### config.mk
export PLATFORM = sky130hd
export DESIGN_NAME = cr_unit
export DESIGN_NICKNAME = d
export VERILOG_FILES = /design/src/rtl/cr_unit_pkg.sv /design/src/rtl/cr_so_reg.sv /design/src/rtl/cr_field_eval.sv /design/src/rtl/cr_field_bank.sv /design/src/rtl/cr_unit.sv
export SDC_FILE = /design/constraint.sdc
export NUM_CORES = 1
export LEC_CHECK = 0
export ABC_AREA = 1
export BUFFER_PORTS_ARGS = -buffer_cell sky130_fd_sc_hd__buf_2
export CORE_MARGIN = 3
export CORE_UTILIZATION = 35
export DETAILED_ROUTE_END_ITERATION = 7
export GPL_TIMING_DRIVEN = 1
export PLACE_DENSITY_LB_ADDON = 0.12
export SLEW_MARGIN = 20
export SYNTH_ARGS = -nofsm -noshare
export SYNTH_HDL_FRONTEND = slang
export SYNTH_SLANG_ARGS = --single-unit
### constraint.sdc
create_clock -name clk -period 3.9 [get_ports clk]
set_clock_uncertainty 0.15 [all_clocks]
set_input_delay 0.78 -clock clk [delete_from_list [all_inputs] [get_ports clk]]
set_output_delay 0.78 -clock clk [all_outputs]
set_load 0.05 [all_outputs]
### src/rtl/cr_unit_pkg.sv
package cr_unit_pkg;
  localparam int FIELD_W = 4;

  typedef struct packed {
    logic so;
    logic eq;
    logic gt;
    logic lt;
  } crf_t;

  function automatic crf_t make_field(input logic lt, input logic gt,
                                      input logic eq, input logic so);
    crf_t f;
    f.lt = lt;
    f.gt = gt;
    f.eq = eq;
    f.so = so;
    return f;
  endfunction
endpackage

### src/rtl/cr_so_reg.sv
module cr_so_reg (
  input  logic clk,
  input  logic rst_n,
  input  logic ov_in,
  input  logic so_clear,
  output logic so_q,
  output logic so_next
);
  // set wins over clear; value is also what fields copy this cycle
  always_comb begin
    if (ov_in)         so_next = 1'b1;
    else if (so_clear) so_next = 1'b0;
    else               so_next = so_q;
  end

  always_ff @(posedge clk) begin
    if (!rst_n) so_q <= 1'b0;
    else        so_q <= so_next;
  end
endmodule

### src/rtl/cr_field_eval.sv
module cr_field_eval
  import cr_unit_pkg::*;
#(
  parameter int DATA_W = 32
) (
  input  logic [DATA_W-1:0] rec_result,
  input  logic              cmp_signed,
  input  logic [DATA_W-1:0] cmp_a,
  input  logic [DATA_W-1:0] cmp_b,
  input  logic              stc_success,
  input  logic              so_val,
  output crf_t              rec_fld,
  output crf_t              cmp_fld,
  output crf_t              stc_fld
);
  logic rec_neg, rec_zero;
  logic cmp_lt, cmp_eq;

  always_comb begin
    rec_neg  = rec_result[DATA_W-1];
    rec_zero = (rec_result == '0);
    rec_fld  = make_field(rec_neg, !rec_neg && !rec_zero, rec_zero, so_val);
  end

  always_comb begin
    cmp_eq = (cmp_a == cmp_b);
    if (cmp_signed) cmp_lt = ($signed(cmp_a) < $signed(cmp_b));
    else            cmp_lt = (cmp_a < cmp_b);
    cmp_fld = make_field(cmp_lt, !cmp_lt && !cmp_eq, cmp_eq, so_val);
  end

  always_comb begin
    stc_fld = make_field(1'b0, 1'b0, stc_success, so_val);
  end
endmodule

### src/rtl/cr_field_bank.sv
module cr_field_bank
  import cr_unit_pkg::*;
#(
  parameter int NUM_FIELDS = 8,
  parameter int IDX_W      = 3
) (
  input  logic                          clk,
  input  logic                          rst_n,
  input  logic                          rec_valid,
  input  logic                          cmp_valid,
  input  logic [IDX_W-1:0]              cmp_field,
  input  logic                          stc_valid,
  input  crf_t                          rec_fld,
  input  crf_t                          cmp_fld,
  input  crf_t                          stc_fld,
  output logic [NUM_FIELDS*FIELD_W-1:0] cr_q
);
  for (genvar k = 0; k < NUM_FIELDS; k++) begin : g_fld
    logic hit_cmp;
    crf_t cur, nxt;
    assign hit_cmp = cmp_valid && (cmp_field == IDX_W'(k));
    assign cur     = crf_t'(cr_q[k*FIELD_W +: FIELD_W]);

    if (k == 0) begin : g_primary
      // compare, then conditional store, then record
      always_comb begin
        if (hit_cmp)        nxt = cmp_fld;
        else if (stc_valid) nxt = stc_fld;
        else if (rec_valid) nxt = rec_fld;
        else                nxt = cur;
      end
    end else begin : g_other
      always_comb begin
        if (hit_cmp) nxt = cmp_fld;
        else         nxt = cur;
      end
    end

    always_ff @(posedge clk) begin
      if (!rst_n) cr_q[k*FIELD_W +: FIELD_W] <= '0;
      else        cr_q[k*FIELD_W +: FIELD_W] <= nxt;
    end
  end
endmodule

### src/rtl/cr_unit.sv
module cr_unit
  import cr_unit_pkg::*;
#(
  parameter int NUM_FIELDS = 8,
  parameter int DATA_W     = 32,
  localparam int IDX_W     = $clog2(NUM_FIELDS),
  localparam int CR_W      = NUM_FIELDS * FIELD_W
) (
  input  logic              clk,
  input  logic              rst_n,
  input  logic              rec_valid,
  input  logic [DATA_W-1:0] rec_result,
  input  logic              cmp_valid,
  input  logic              cmp_signed,
  input  logic [IDX_W-1:0]  cmp_field,
  input  logic [DATA_W-1:0] cmp_a,
  input  logic [DATA_W-1:0] cmp_b,
  input  logic              stc_valid,
  input  logic              stc_success,
  input  logic              ov_in,
  input  logic              so_clear,
  input  logic [IDX_W-1:0]  rd_sel,
  output logic [FIELD_W-1:0] rd_field,
  output logic [CR_W-1:0]   cr_out,
  output logic              so_out
);
  logic so_q, so_next;
  crf_t rec_fld, cmp_fld, stc_fld;

  cr_so_reg u_so (
    .clk      (clk),
    .rst_n    (rst_n),
    .ov_in    (ov_in),
    .so_clear (so_clear),
    .so_q     (so_q),
    .so_next  (so_next)
  );

  cr_field_eval #(.DATA_W(DATA_W)) u_eval (
    .rec_result  (rec_result),
    .cmp_signed  (cmp_signed),
    .cmp_a       (cmp_a),
    .cmp_b       (cmp_b),
    .stc_success (stc_success),
    .so_val      (so_next),
    .rec_fld     (rec_fld),
    .cmp_fld     (cmp_fld),
    .stc_fld     (stc_fld)
  );

  cr_field_bank #(.NUM_FIELDS(NUM_FIELDS), .IDX_W(IDX_W)) u_bank (
    .clk       (clk),
    .rst_n     (rst_n),
    .rec_valid (rec_valid),
    .cmp_valid (cmp_valid),
    .cmp_field (cmp_field),
    .stc_valid (stc_valid),
    .rec_fld   (rec_fld),
    .cmp_fld   (cmp_fld),
    .stc_fld   (stc_fld),
    .cr_q      (cr_out)
  );

  always_comb begin
    rd_field = '0;
    for (int i = 0; i < NUM_FIELDS; i++)
      if (rd_sel == IDX_W'(i)) rd_field = cr_out[i*FIELD_W +: FIELD_W];
  end

  assign so_out = so_q;
endmodule

==> results of run 1 <==
-- worst max-delay path, stage by stage --
cell and delay [ns]:
buf_2 0.12, inv_1 0.14, nor3_1 0.12, and2_1 0.14
a2111oi_0 0.41, nand3_1 0.12, buf_2 0.23
-- cell families after synthesis --
family	Yosys count	share of synthesized area (%)
and+or+nand+nor	147	26.8
AOI/OAI and AO/OA	87	18.9
buffers and inverters	77	11.7
DFF	33	26.6
adders and majority gates	32	16.1
-- synthesized netlist by cell type --
library cell,n
o221ai_1,1
nor2_2,1
o22ai_1,3
o21ai_0,26
buf_2,1
a21boi_0,1
nand4_1,11
o21bai_1,1
a21oi_1,48
nor3_1,4
a21oi_2,1
dfxtp_1,33
nand2_4,2
nor2_1,28
nand2_2,2
ha_1,32
nor4_4,1
inv_1,73
a21o_1,1
o21a_1,3
and2_1,1
a2111oi_0,1
nand3_2,1
clkbuf_1,3
nand3_1,11
a221oi_1,1
nor4_1,8
nand2_1,77
-- flip-flops by register name, indices dropped and copies added, names as in the netlist --
name and cells:
u_so.so_q 1, u_bank.g_fld.cur 32
-- metal layers --
layer,up-vias,global-route usage (%),part of all wire [%]
met1,1263,23.5,45
met2,95,31.1,48
met5,-,0,0
met3,4,3.83,6.3
li1,1547,-,-
met4,0,2.68,0.49
-- layout make-up --
type,count,area (um^2)
Fill cell,744,3370
Multi-Input combinational cell,266,1540
Timing Repair Buffer,147,736
Inverter,73,274
Tap cell,96,120
Clock buffer,5,68.8
Sequential cell,33,661
Clock inverter,3,65.1
-- final timing paths --
kind,from,slack [ns],end,cells past startpoint
worst max-delay path,rd_sel[0],0.91,rd_field[2],7
worst max register to register,u_so.so_q$_SDFF_PN0_,2.58,u_bank.g_fld[7].cur[3]$_SDFFE_PN0P_,2
worst min register to register,u_bank.g_fld[1].cur[1]$_SDFFE_PN0P_,0.33,u_bank.g_fld[1].cur[1]$_SDFFE_PN0P_,2
worst min-delay path,u_bank.g_fld[1].cur[1]$_SDFFE_PN0P_,0.33,u_bank.g_fld[1].cur[1]$_SDFFE_PN0P_,2
-- through the flow --
stage	cell area, um^2	util, %
global route	3460	50.7
floorplan	2490	-
CTS	3460	50.7
finish	3460	50.7
detailed placement	3330	48.7
global placement	3330	48.7
-- power by group through the flow --
stage	clock network (W)	registers, W	logic, W
floorplan	0	0.000409	0.000129
global placement	0	0.000367	0.000269
detailed placement	0	0.000368	0.000274
CTS	0.000385	0.000360	0.000275
global route	0.000406	0.000362	0.000308
finish	0.000383	0.000360	0.000272
==> results.json, run 1 <==
{
  "yosys_warnings": 0,
  "syn_area_um2": 2490,
  "grt_max_degree": 20,
  "post-route-min-period_ns": 2.99,
  "total_power_w": 0.00102,
  "die_height_um": 90.3,
  "drc": 0,
  "tns_ns": 0,
  "syn_nets": 519,
  "final_common_cell": "buf_2",
  "cts_buffers": 5,
  "clk_latency_ns": 0.28,
  "final_cell_mix": "buf_2, nand2_1, inv_1",
  "core_um2": 6830,
  "max_freq_mhz": 334,
  "drive_above_1_share_pct": 30.9,
  "relSlewSlack_pct": 53.5,
  "boundaryPins": 148,
  "intPower_w": 0.000706,
  "yosysTopAreaCell": "dfxtp_1",
  "start_util_pct": 36.4,
  "ctsResizeCount": 0,
  "finalNonFillerCells": 623,
  "postSynthAreaPerCell_um2": 6.62,
  "preCtsSetupSlack_ns": 0.939,
  "pwr-share-comb_pct": 26.8,
  "synth.area.top_cells": "dfxtp_1, ha_1, nand2_1",
  "hold_viol_final": 0,
  "die-area_um2": 8150,
  "wire_per_inst_um": 11.9,
  "io_buffers": 147,
  "vias": 2909,
  "crit_fanout": 6,
  "pwr-share-seq_pct": 35.4,
  "synth.top_cell.area_share_pct": 26.6,
  "antenna_left": 0,
  "power.leakage_nw": 1.90,
  "first_pass_iters": 4,
  "ys_seq_area_share_pct": 26.6,
  "hp-class": "flop to flop",
  "grt_use_total_pct": 18.0,
  "p_switching_w": 0.000309,
  "ir_drop_v": 0.000176,
  "synth_cell_types": 28,
  "grt_pass1_wl_um": 12400,
  "crit_path_end_kind": "output port",
  "hpwlAfterDp_um": 6310,
  "num_rows": 30,
  "gr-total-overflow": 0,
  "syn2layout_area_growth_pct": 39.1,
  "crit_type": "input pin to output port",
  "setup_viol": 0,
  "timing.hold.ws_ns": 0.334,
  "maxCapViolCount": 0,
  "fin_nets": 669,
  "arrival_ns": 2.06,
  "crit_path_start_kind": "input pin",
  "postSynthCellCount": 376,
  "p_per_area_nw_per_um2": 293,
  "clk_pin_slew_worst_paths_ns": 0.07,
  "switching_share_pct": 30.4,
  "wl_um": 7410,
  "rsz0062_at_grt": "no",
  "worst_pin_slew_ns": 0.698,
  "status": "finished clean",
  "crit_required_ns": 2.97,
  "cts_sinks": 33,
  "slew_violations": 0,
  "grt_pass1_vias": 2759,
  "cts.hold.buffers_added": 0,
  "synth_seq_cells": 33,
  "fin_crit_sh_pct": 76.7,
  "antenna_found_initial": 0,
  "setup_slack_ns": 0.907,
  "clockBufferDepth": 2,
  "cts.htree.levels": 2,
  "p_clk_share_pct": 37.7,
  "antenna_cells": 0,
  "drt_iter0_drc": 86,
  "placed_cells": 615,
  "routabilityCongestion": 0.863,
  "via_per_inst": 4.67,
  "clockRootBuffer": "clkbuf_8",
  "cts_tree": "yes",
  "die_w_um": 90.3,
  "cts_setup_buffers": 0
}
No activity file was read; power rests on OpenSTA's default activity.
==> inputs of run 2 (changes only) <==
- ABC_AREA: 1 -> 0
- clock period: 3.9 -> 3.12 ns (I/O delays scaled with it)
==> run 2 against run 1 <==
  * First-iteration DRC count is 26% higher
  * Largest cell class unchanged
  * Via count down 12%
  * Routed wire length decreased by 3.9%
  * Count of clock-buffer cells in the layout grew 2
  * Sequential cell count stayed put
  * Area after synthesis fell by 3.7%
  * Highest routed layer unchanged
  * Critical path depth fell by 3
  * Hold slack better by 0.0020 ns
  * Power is 8.5% higher
==> results.json, run 2 <==
{
  "syn_nets": 421,
  "crit_path_end_kind": "output port",
  "critical-path-top-delay-family": "multiplexers",
  "clk_latency_ns": 0.28,
  "antenna_found_initial": 0,
  "grt_pass1_vias": 2321,
  "grt_max_degree": 43,
  "power.leakage_nw": 1.78,
  "cts_buffers": 5,
  "hold_viol_final": 0,
  "postSynthAreaPerCell_um2": 8.62,
  "wire_per_inst_um": 14.1,
  "synth_edf_count": 0,
  "postSynth.asyncResetShare_pct": 0,
  "boundaryPins": 148,
  "post-route-min-period_ns": 2.72,
  "cts_tree": "yes",
  "synth_cell_types": 38,
  "die_height_um": 88.7,
  "via_per_inst": 5.07,
  "largest_reg_flops": 32,
  "path_cells": "buf_2, mux4_2, mux2_2, buf_2",
  "first_pass_iters": 4,
  "max_freq_mhz": 368,
  "tns_ns": 0,
  "vias": 2559,
  "start_util_pct": 36.9,
  "num_rows": 29,
  "crit_fanout": 8,
  "crit_path_frequent_cell": "buf_2",
  "final_cell_mix": "buf_2, inv_1, dfxtp_1",
  "dr_wl_met2_um": 3450,
  "final_common_cell": "buf_2",
  "path_buf_inv": 2,
  "hpwlAfterDp_um": 5860,
  "cts_setup_buffers": 0,
  "core_um2": 6490,
  "crit_path_top_delay_cell": "mux4_2",
  "synth.area.top_cells": "dfxtp_1, ha_1, mux4_2",
  "ir_drop_v": 0.000166,
  "finalNonFillerCells": 505,
  "crit_path_start_kind": "input pin",
  "arrival_ns": 1.94,
  "clockBufferDepth": 2,
  "cts.htree.levels": 2,
  "die_w_um": 88.7,
  "ctsResizeCount": 0,
  "yosysMostFrequentCell": "inv_1",
  "ys.flop_type": "dfxtp_1",
  "status": "finished clean",
  "die-area_um2": 7870,
  "clk_pin_slew_worst_paths_ns": 0.06,
  "relSlewSlack_pct": 54.5,
  "crit_required_ns": 2.35,
  "synth_top_cells_by_count": "inv_1, dfxtp_1, ha_1",
  "setup_viol": 0,
  "gr-total-overflow": 0,
  "grt_pass1_wl_um": 10900,
  "placed_cells": 497,
  "wl_um": 7120,
  "cts_sinks": 33,
  "met1_length_um": 2980,
  "worst_pin_slew_ns": 0.680,
  "p_per_area_nw_per_um2": 332,
  "crit_type": "input pin to output port",
  "hp-class": "flop to flop",
  "grt_use_total_pct": 17.9,
  "io_buffers": 147,
  "yosysTopAreaCell": "dfxtp_1",
  "drc": 0,
  "antenna_left": 0,
  "fin_nets": 570,
  "highest_layer": "met4",
  "drive_above_1_share_pct": 40.7,
  "fin_crit_sh_pct": 87.1,
  "ys_seq_area_share_pct": 27.6,
  "rsz0062_at_grt": "no",
  "yosys_warnings": 0,
  "synth_seq_cells": 33,
  "maxCapViolCount": 0,
  "preCtsSetupSlack_ns": 0.224,
  "synth.top_cell.area_share_pct": 27.6,
  "antenna_cells": 0,
  "postSynthCellCount": 278,
  "syn_area_um2": 2400,
  "setup_slack_ns": 0.402,
  "cts.hold.buffers_added": 0,
  "met3WireLength_um": 641,
  "max_stage_delay_ns": 0.56,
  "routabilityCongestion": 0.812,
  "slew_violations": 0,
  "syn2layout_area_growth_pct": 38.4,
  "drt_iter0_drc": 108,
  "clockRootBuffer": "clkbuf_8"
}
==> run 2: cell types whose count changed in the layout (fill, tap and decap cells not counted), moves of 8 or more <==
cell,delta
o21ai_0,-16
mux4_2,+8
nor2b_1,+10
mux2i_1,+8
nor2_1,-20
a21oi_1,-28
inv_1,-39
nand2_1,-50
==> run 2: cell type report <==
type	count	area, um^2
fillers	646	3180
well taps	77	96.3
multi-input cells	204	1580
clock buffers	7	96.3
clock inverters	1	5.00
flip-flops and latches	33	661
repair buffers	149	751
inverters	34	128
==> run 2: cell families (layout without fill, tap and decap cells) <==
kind of cell | count (synthesis) | after routing | share of synthesized area [%]
buf+inv | 41 | 191 | 6.47
fa+ha+maj | 32 | 32 | 16.7
simple gates | 90 | 90 | 19.9
compound gates | 62 | 62 | 16.6
flops | 33 | 33 | 27.6
mux | 20 | 20 | 12.7
==> run 2: per-stage QoR <==
step                utilization, %  total power, W  hold WS, ns  cell area, um^2
detailed placement            49.5        0.000757        0.324             3220
CTS                           51.1         0.00111        0.333             3320
global route                  51.1         0.00117        0.379             3320
floorplan                        -        0.000634        0.543             2400
global placement              49.5        0.000752        0.320             3220
finish                        51.1         0.00110        0.336             3320
==> run 2: path summary, 6_finish.rpt <==
path / start / endpoint / slack, ns / cells past startpoint
min reg2reg: u_bank.g_fld[5].cur[1]$_SDFFE_PN0P_ / u_bank.g_fld[5].cur[1]$_SDFFE_PN0P_ / 0.34 / 2
max reg2reg: u_so.so_q$_SDFF_PN0_ / u_bank.g_fld[6].cur[3]$_SDFFE_PN0P_ / 1.72 / 3
max: rd_sel[0] / rd_field[1] / 0.40 / 4
min: u_bank.g_fld[5].cur[1]$_SDFFE_PN0P_ / u_bank.g_fld[5].cur[1]$_SDFFE_PN0P_ / 0.34 / 2
==> run 2: routing by layer <==
| metal | track usage, % | vias to the layer above |
|---|---|---|
| met2 | 31.6 | 111 |
| li1 | - | 1313 |
| met3 | 5.21 | 6 |
| met5 | 0 | - |
| met4 | 3.30 | 0 |
| met1 | 21.6 | 1129 |
==> run 2: power by group <==
part	leakage (nW)	switching, W	internal (W)
logic	1.46	0.000173	0.000129
clock network	0.0542	0.000156	0.000199
registers	0.268	0.0000101	0.000434
total	1.78	0.000339	0.000762
==> run 2: worst reg2reg max path, stage by stage (launching register included) <==
cell	delay (ns)
dfxtp_1	0.31
a21oi_1	0.53
nand2_1	0.15
o211a_1	0.16
